## config.mk

```make
export PLATFORM = sky130hd
export DESIGN_NAME = mbox_irq_ctrl
export DESIGN_NICKNAME = d
export VERILOG_FILES = /design/src/rtl/mbox_irq_pkg.sv /design/src/rtl/mbox_thr_flag.sv /design/src/rtl/mbox_irq_status.sv /design/src/rtl/mbox_irq_ctrl.sv
export SDC_FILE = /design/constraint.sdc
export NUM_CORES = 1
export LEC_CHECK = 0
export ABC_CLOCK_PERIOD_IN_PS = 1620
export CAP_MARGIN = 20
export CORE_MARGIN = 1
export CORE_UTILIZATION = 32
export DETAILED_ROUTE_END_ITERATION = 7
export GPL_TIMING_DRIVEN = 1
export PLACE_DENSITY = 0.76
export SETUP_SLACK_MARGIN = 0.2
export SYNTH_ARGS = -nofsm -noshare
export SYNTH_HDL_FRONTEND = slang
export SYNTH_HIERARCHICAL = 1
export SYNTH_SLANG_ARGS = --single-unit
```

## constraint.sdc

```tcl
create_clock -name clk -period 1.62 [get_ports clk]
set_input_delay 0.243 -clock clk [delete_from_list [all_inputs] [get_ports clk]]
set_output_delay 0.243 -clock clk [all_outputs]
set_load 0.005 [all_outputs]
```

## src/rtl/mbox_irq_pkg.sv

```systemverilog
package mbox_irq_pkg;
    // Register byte offsets
    localparam int unsigned OFS_SEND_THR = 'h18;
    localparam int unsigned OFS_RECV_THR = 'h1C;
    localparam int unsigned OFS_STAT     = 'h20;
    localparam int unsigned OFS_MASK     = 'h24;
    localparam int unsigned OFS_PEND     = 'h28;
    // Event bit positions shared by status, enable and pending
    localparam int unsigned EV_SEND = 0;
    localparam int unsigned EV_RECV = 1;
    localparam int unsigned EV_ERR  = 2;
    localparam int unsigned EV_NUM  = 3;
endpackage

```

## src/rtl/mbox_thr_flag.sv

```systemverilog
module mbox_thr_flag #(
    parameter int LVL_W        = 5,
    parameter int THR_W        = 4,
    parameter bit AT_OR_BELOW  = 1'b1
) (
    input  logic             clk,
    input  logic             rst_n,
    input  logic [LVL_W-1:0] level,
    input  logic [THR_W-1:0] thr,
    output logic             active,
    output logic             rise,
    output logic             primed
);
    typedef struct packed {
        logic act;
        logic primed;
    } flag_st_t;

    flag_st_t st_d, st_q;
    logic [LVL_W-1:0] thr_ext;
    logic cmp;

    assign thr_ext = LVL_W'(thr);

    generate
        if (AT_OR_BELOW) begin : g_low
            assign cmp = (level <= thr_ext);
        end else begin : g_high
            assign cmp = (level > thr_ext);
        end
    endgenerate

    always_comb begin
        st_d.act    = cmp;
        st_d.primed = 1'b1;
        // edge only once a prior evaluation exists
        rise        = cmp & ~st_q.act & st_q.primed;
    end

    always_ff @(posedge clk or negedge rst_n) begin
        if (!rst_n) st_q <= '0;
        else        st_q <= st_d;
    end

    assign active = st_q.act;
    assign primed = st_q.primed;
endmodule

```

## src/rtl/mbox_irq_status.sv

```systemverilog
module mbox_irq_status #(
    parameter int NUM_EV = 3
) (
    input  logic              clk,
    input  logic              rst_n,
    input  logic [NUM_EV-1:0] set_ev,
    input  logic [NUM_EV-1:0] clr_req,
    input  logic              mask_we,
    input  logic [NUM_EV-1:0] mask_wdata,
    output logic [NUM_EV-1:0] stat,
    output logic [NUM_EV-1:0] mask,
    output logic [NUM_EV-1:0] pend
);
    typedef struct packed {
        logic [NUM_EV-1:0] stat;
        logic [NUM_EV-1:0] mask;
    } irq_st_t;

    irq_st_t st_d, st_q;

    always_comb begin
        st_d = st_q;
        // a set event overrides a simultaneous clear
        st_d.stat = (st_q.stat & ~clr_req) | set_ev;
        if (mask_we) st_d.mask = mask_wdata;
    end

    always_ff @(posedge clk or negedge rst_n) begin
        if (!rst_n) st_q <= '0;
        else        st_q <= st_d;
    end

    assign stat = st_q.stat;
    assign mask = st_q.mask;
    assign pend = st_q.stat & st_q.mask;
endmodule

```

## src/rtl/mbox_irq_ctrl.sv

```systemverilog
module mbox_irq_ctrl
    import mbox_irq_pkg::*;
#(
    parameter int DEPTH  = 16,
    parameter int DATA_W = 32,
    parameter int ADDR_W = 6,
    parameter int ERR_W  = 2,
    localparam int THR_W = $clog2(DEPTH),
    localparam int LVL_W = THR_W + 1
) (
    input  logic              clk,
    input  logic              rst_n,
    input  logic [LVL_W-1:0]  send_level,
    input  logic [LVL_W-1:0]  recv_level,
    input  logic [ERR_W-1:0]  err_flags,
    input  logic              reg_wr_en,
    input  logic [ADDR_W-1:0] reg_wr_addr,
    input  logic [DATA_W-1:0] reg_wr_data,
    input  logic [ADDR_W-1:0] reg_rd_addr,
    output logic [DATA_W-1:0] reg_rd_data,
    output logic              send_active,
    output logic              recv_active,
    output logic              irq
);
    typedef struct packed {
        logic [THR_W-1:0] sit;
        logic [THR_W-1:0] rit;
    } thr_st_t;

    thr_st_t cfg_d, cfg_q;

    logic [THR_W-1:0]  sit_q, rit_q;
    logic              send_rise, recv_rise, send_primed, recv_primed;
    logic [EV_NUM-1:0] set_ev, clr_req, is_q, ie_q, ip_q;
    logic              wr_stat, wr_mask;

    assign sit_q = cfg_q.sit;
    assign rit_q = cfg_q.rit;

    // Write decode and threshold registers
    always_comb begin
        cfg_d   = cfg_q;
        wr_stat = reg_wr_en && (reg_wr_addr == ADDR_W'(OFS_STAT));
        wr_mask = reg_wr_en && (reg_wr_addr == ADDR_W'(OFS_MASK));
        if (reg_wr_en && reg_wr_addr == ADDR_W'(OFS_SEND_THR))
            cfg_d.sit = reg_wr_data[THR_W-1:0];
        if (reg_wr_en && reg_wr_addr == ADDR_W'(OFS_RECV_THR))
            cfg_d.rit = reg_wr_data[THR_W-1:0];
        clr_req = wr_stat ? reg_wr_data[EV_NUM-1:0] : '0;
        set_ev          = '0;
        set_ev[EV_SEND] = send_rise;
        set_ev[EV_RECV] = recv_rise;
        set_ev[EV_ERR]  = |err_flags;
    end

    always_ff @(posedge clk or negedge rst_n) begin
        if (!rst_n) cfg_q <= '0;
        else        cfg_q <= cfg_d;
    end

    mbox_thr_flag #(.LVL_W(LVL_W), .THR_W(THR_W), .AT_OR_BELOW(1'b1)) u_send (
        .clk(clk), .rst_n(rst_n), .level(send_level), .thr(cfg_q.sit),
        .active(send_active), .rise(send_rise), .primed(send_primed)
    );

    mbox_thr_flag #(.LVL_W(LVL_W), .THR_W(THR_W), .AT_OR_BELOW(1'b0)) u_recv (
        .clk(clk), .rst_n(rst_n), .level(recv_level), .thr(cfg_q.rit),
        .active(recv_active), .rise(recv_rise), .primed(recv_primed)
    );

    mbox_irq_status #(.NUM_EV(EV_NUM)) u_stat (
        .clk(clk), .rst_n(rst_n), .set_ev(set_ev), .clr_req(clr_req),
        .mask_we(wr_mask), .mask_wdata(reg_wr_data[EV_NUM-1:0]),
        .stat(is_q), .mask(ie_q), .pend(ip_q)
    );

    assign irq = |ip_q;

    // Read mux
    always_comb begin
        reg_rd_data = '0;
        case (reg_rd_addr)
            ADDR_W'(OFS_SEND_THR): reg_rd_data = DATA_W'(cfg_q.sit);
            ADDR_W'(OFS_RECV_THR): reg_rd_data = DATA_W'(cfg_q.rit);
            ADDR_W'(OFS_STAT):     reg_rd_data = DATA_W'(is_q);
            ADDR_W'(OFS_MASK):     reg_rd_data = DATA_W'(ie_q);
            ADDR_W'(OFS_PEND):     reg_rd_data = DATA_W'(ip_q);
            default:               reg_rd_data = '0;
        endcase
    end
endmodule

```

# [Word-level counts from Yosys, hierarchy flattened]
# Cells that the tools add are included.
# W data, S select, Z words.
[classes] n_lt_le_gt_ge=2 n_eq_ne=9 mux=2 bitwise_logic=10 n_reduce_logical=6
[ops] operator="$eq A6 B6 Y1 const B" n=5
[ops] operator="$eq A6 B5 Y1 const B" n=4
[ops] operator="$pmux W4 S5" n=1
[ops] operator="$and A3 B3 Y3" n=2
[ops] operator="$gt A5 B4 Y1" n=1
[ops] operator="$le A5 B4 Y1" n=1
[ops] operator="$and A1 B1 Y1" n=4
[ops] operator="$logic_and A1 B1 Y1" n=4
[ops] operator="$mux W3" n=1
[ops] operator="$not A3 Y3" n=1
[ops] operator="$or A3 B3 Y3" n=1
[ops] operator="$reduce_or A3 Y1" n=1
[ops] operator="$not A1 Y1" n=2
[ops] operator="$reduce_or A2 Y1" n=1
[word_totals] reg_bits=17 inputBits=59 output_inout_bits=35 elab_cells=36

# [Logic depth before layout (Yosys ltp)]
[depth] depth_word=6 mapped_depth=6 ltp_nobuf=6

# [By module]
# The synthesis kept the hierarchy.
[modules_own_cells] module="mbox_irq_ctrl" instances=1 cells_per_inst=84 area_each_um2=778.2 seq_area_each_um2=200.2
[modules_own_cells] module="mbox_irq_status" instances=1 cells_per_inst=18 area_each_um2=236.5 seq_area_each_um2=150.1
[modules_own_cells] module="mbox_thr_flag at u_send" instances=1 cells_per_inst=21 area_each_um2=195.2 seq_area_each_um2=50.0
[modules_own_cells] module="mbox_thr_flag at u_recv" instances=1 cells_per_inst=20 area_each_um2=183.9 seq_area_each_um2=50.0

# [Worst setup path before layout]
# No wires, ideal clock.
[synth_path] path_type="input port to flip-flop" from="input port reg_wr_addr[1]" to="register cfg_q, in the netlist rit_q[0]" setup_time_ps=125 t_arrival_ps=1514 t_required_ps=1495 path_slack_ps=-19 stages=3 path_buffers=0 cell_sequence="or3b_4 -> or4b_4 -> mux2_4"
[synth_between] elab_chain_cells=2
[synth_lines] element="from (decl)" line_no="mbox_irq_ctrl.sv:17" text="input logic [ADDR_W-1:0] reg_wr_addr,"
[synth_lines] element="$eq A6 B5 Y1" line_no="mbox_irq_ctrl.sv:47" text="if (reg_wr_en && reg_wr_addr == ADDR_W'(OFS_RECV_THR))"
[synth_lines] element="$logic_and A1 B1 Y1" line_no="mbox_irq_ctrl.sv:47"
[synth_lines] element="to (signal assigned)" line_no="mbox_irq_ctrl.sv:58" text="else cfg_q <= cfg_d;"
[synth_lines] element="to (decl)" line_no="mbox_irq_ctrl.sv:30" text="thr_st_t cfg_d, cfg_q;"
# Every way passes these cells.
# A chain may end at the register's enable or synchronous reset.

# [Final worst setup path]
[layout_path] from="register u_stat.st_q, in the netlist u_stat/stat[2]" to="output port reg_rd_data[2]"
[layout_between] elab_chain_cells=2
[layout_lines] element="from (decl)" line_no="mbox_irq_status.sv:19" text="irq_st_t st_d, st_q;"
[layout_lines] element="from (signal assigned)" line_no="mbox_irq_status.sv:30" text="else st_q <= st_d;"
[layout_lines] element="$and A3 B3 Y3" line_no="mbox_irq_status.sv:35" text="assign pend = st_q.stat & st_q.mask;"
[layout_lines] element="net ip_q[2]" line_no="mbox_irq_ctrl.sv:34" text="logic [EV_NUM-1:0] set_ev, clr_req, is_q, ie_q, ip_q;"
[layout_lines] element="$pmux W4 S5" line_no="mbox_irq_ctrl.sv:82" text="case (reg_rd_addr)"
[layout_lines] element="to (decl)" line_no="mbox_irq_ctrl.sv:20" text="output logic [DATA_W-1:0] reg_rd_data,"
# The timed path passes the listed nets, and every way through them passes these cells.

==> results.md <==
* Status: complete, no violations
* Residual DRC at 0
* Via density at 4.63
* Die Area at 0.00462 mm^2
* Routed via count at 1240
* Reg2Reg Depth at 6
* Max Clock Freq at 0.624 GHz
* Initial antenna violation count at 0
* Period utilization at 99.0%
* Synth Flop Type: dfrtp_1
* RSZ-0062 raised after global routing: yes
* CTS tree: yes
* CP max stage cell: dfrtp_1
* Core Footprint at 0.00409 mm^2
* Commonest cells after routing, fill and taps aside: buf_4, conb_1, dfrtp_1
* Cell area after layout at 0.00216 mm^2
* Total power at 1360 uW
* Combinational power share at 38.1%
* CP bufs+invs at 1
* Power share of the clock group at 22.1%
* Max Slew Vio Count at 0
* Num ports at 94
* Post-synthesis adder-cell area fraction at 7.18%
* Crit path depth at 5
* Fin crit period at 1.60 ns
* Core Util, Final at 52.8%
* Final hold vios at 0
* Post-synth cell types at 37
* Setup crit end kind: output pin
* Worst hold path type: input pin to async pin
* Inserted Diodes at 0
* Syn Area/Cell at 9.75 um^2
* RR Startpoint: rit_q[2]$_DFFE_PN0P_
* Initial drt markers at 32
* Compound-gate portion of the synthesized area at 7.00%
* Sequence of cells on the critical path: and2_4 > mux2_4 > nand3_2 > nand4_1 > buf_2
* Final net count at 287
* Worst reg2reg path endpoint: u_stat/stat[1]$_DFF_PN0_
* Die W at 68 um
* Initial Util at 34.1%
* RD Place Congestion at 0.872
* Clock sink total at 18
* WP data arrival at 1.36 ns
* Leading cell type in the layout, fill and taps excluded: buf_4
* Net Switching at 381 uW
* Internal at 975 uW
* Crit path from: u_stat/stat[2]$_DFF_PN0_
* Post-route ant nets at 0
* Min Hold Slack at 0.322 ns
* Max rail drop VDD at 0.214 mV
* Mapped Cells at 143
* LEAKAGE at 0.00104 uW
* CTS buffer count at 3
* Placement Rows at 23
* Total GRT Usage at 14.6%
* Main combinational cell family by area after synthesis: simple AND/OR/NAND/NOR gates
* WL/cell at 12.2 um
* Final setup violation count at 0
* Asr flop ratio synth at 100%
* Port bufs at 37
* Hold-fix buffers, CTS at 0
* Largest net degree at the start of global routing at 19
* CTS Root Cell: clkbuf_8
* Worst setup endpoint: reg_rd_data[2]
* Worst EP required at 1.38 ns
* Post-DP HPWL at 2380 um
* First-pass GRT wire length at 5030 um
* Register area share after synthesis at 32.3%
* PD cells at 628 mW/mm^2
* Area share of and/or/nand/nor cells after synthesis at 21.7%
* Chip height at 68 um
* Clock Latency Late Sink at 0.25 ns
* Synth Area in XOR/XNOR at 0%
* Switching part of the total power at 28.1%
* Maxcap violations at 0
* Clk buf depth at 2
* Crit-path max FO at 2
* Synth Warn # at 6
* Multiplexer share of the synthesized area at 12.4%
* H-tree Lvls at 1
* EDFF count, synth at 0
* Synthesized area at 0.00139 mm^2
* Total Wirelength at 3270 um
* Reg clk slew, reported paths at 0.06 ns
* CP delay by family, top: flip-flops
* Vias in the first global route at 1118
* Kind of critical path: register to output pin
* Seq pwr share at 39.8%
* Crit-path max cell delay at 0.41 ns
* R2R Setup Slk at 0.07 ns
* GRT overflow at 0
* Layout cells sized above 1 at 41.3%
* Synthesis-to-finish area growth at 54.9%
* Setup Skew at 0.000671 ns
* Dpl cell area at 0.00189 mm^2
* Startpoint Class: register
* Yosys reg bits at 18
* Drt pass-1 iters at 4
cells by family (layout without fill, tap and decap cells):
kind of cell,after synthesis,in the layout
DFF,18,18
and+or+nand+nor,47,47
buffers and inverters,41,89
muxes,14,14
AOI/OAI and AO/OA,12,12
other,3,30
adders and majority gates,8,8
per-stage QoR:
| step | setup slack, ns | std cells | TNS [ns] |
|---|---|---|---|
| after detailed placement | -0.540 | 250 | -8.15 |
| after global routing | -0.0508 | 268 | -0.0911 |
| after CTS | -0.00313 | 264 | -0.00313 |
| final | 0.0165 | 268 | 0 |
| after global placement | -0.477 | 250 | -7.57 |
| after floorplan | -0.0194 | 170 | -0.132 |
cells in the mapped netlist (2+ instances only):
cell	number	area [um^2]
a21o_1	3	22.5
and2_1	6	37.5
and3b_1	2	17.5
buf_4	28	210
conb_1	3	11.3
dfrtp_1	18	450
ha_1	8	100
inv_1	12	45.0
mux2_1	3	33.8
mux2_2	7	78.8
mux2_4	4	60.1
nand2_1	3	11.3
nand3_1	14	70.1
nand4_1	4	25.0
nor2b_1	3	18.8
nor3b_1	2	15.0
nor4b_1	2	17.5
o21ai_0	2	10.0
final cells by class:
| class | count | area [um^2] |
|---|---|---|
| fillers | 359 | 1930 |
| clock buffers | 3 | 41.3 |
| multi-input cells | 111 | 950 |
| inverters | 12 | 45.0 |
| repair buffers | 74 | 611 |
| well taps | 50 | 62.6 |
| flip-flops and latches | 18 | 450 |
per-layer routing:
layer  track usage [%]  vias up  part of all wire (%)
met5                 0        -                     0
met4              3.91        0                  0.18
met3              2.83        2                   5.5
met2              24.6       54                    50
met1              18.9      591                    45
li1                  -      593                     -
timing repair:
item,CTS,global route
endpoints found under the setup margin,20,14
pin swaps,18,8
buffers inserted,11,4
gates resized for setup,60,17
worst register-to-register path: stages (launching register included):
cell and delay, ns:
dfrtp_1 0.40, inv_2 0.07, ha_4 0.19, and3b_2 0.22, a2111oi_4 0.31, o21ai_1 0.10, a21o_1 0.15
state kept, by name (all words and copies together) (netlist names):
register       cells
rit_q              4
sit_q              4
u_stat/mask        3
u_stat/stat        3
u_recv/active      1
u_recv/primed      1
u_send/active      1
u_send/primed      1
worst min-delay path by stage:
stage,start,depth (start not counted),slack [ns],end
after floorplan,rst_n,0,-0.05,rit_q[0]$_DFFE_PN0P_
after global placement,rit_q[3]$_DFFE_PN0P_,1,0.54,rit_q[3]$_DFFE_PN0P_
after detailed placement,rit_q[3]$_DFFE_PN0P_,1,0.55,rit_q[3]$_DFFE_PN0P_
after CTS,rst_n,2,0.32,u_stat/stat[1]$_DFF_PN0_
after global routing,rst_n,2,0.34,u_stat/mask[1]$_DFFE_PN0P_
final,rst_n,2,0.32,u_stat/mask[1]$_DFFE_PN0P_
power by group through the flow:
stage	Combinational [uW]	Clock [uW]	Sequential, uW
final	517	299	540
after floorplan	246	0	537
after global routing	570	331	545
after global placement	412	0	544
after detailed placement	424	0	545
after CTS	474	312	536
Note: power is estimated with default switching activity, not from simulation.
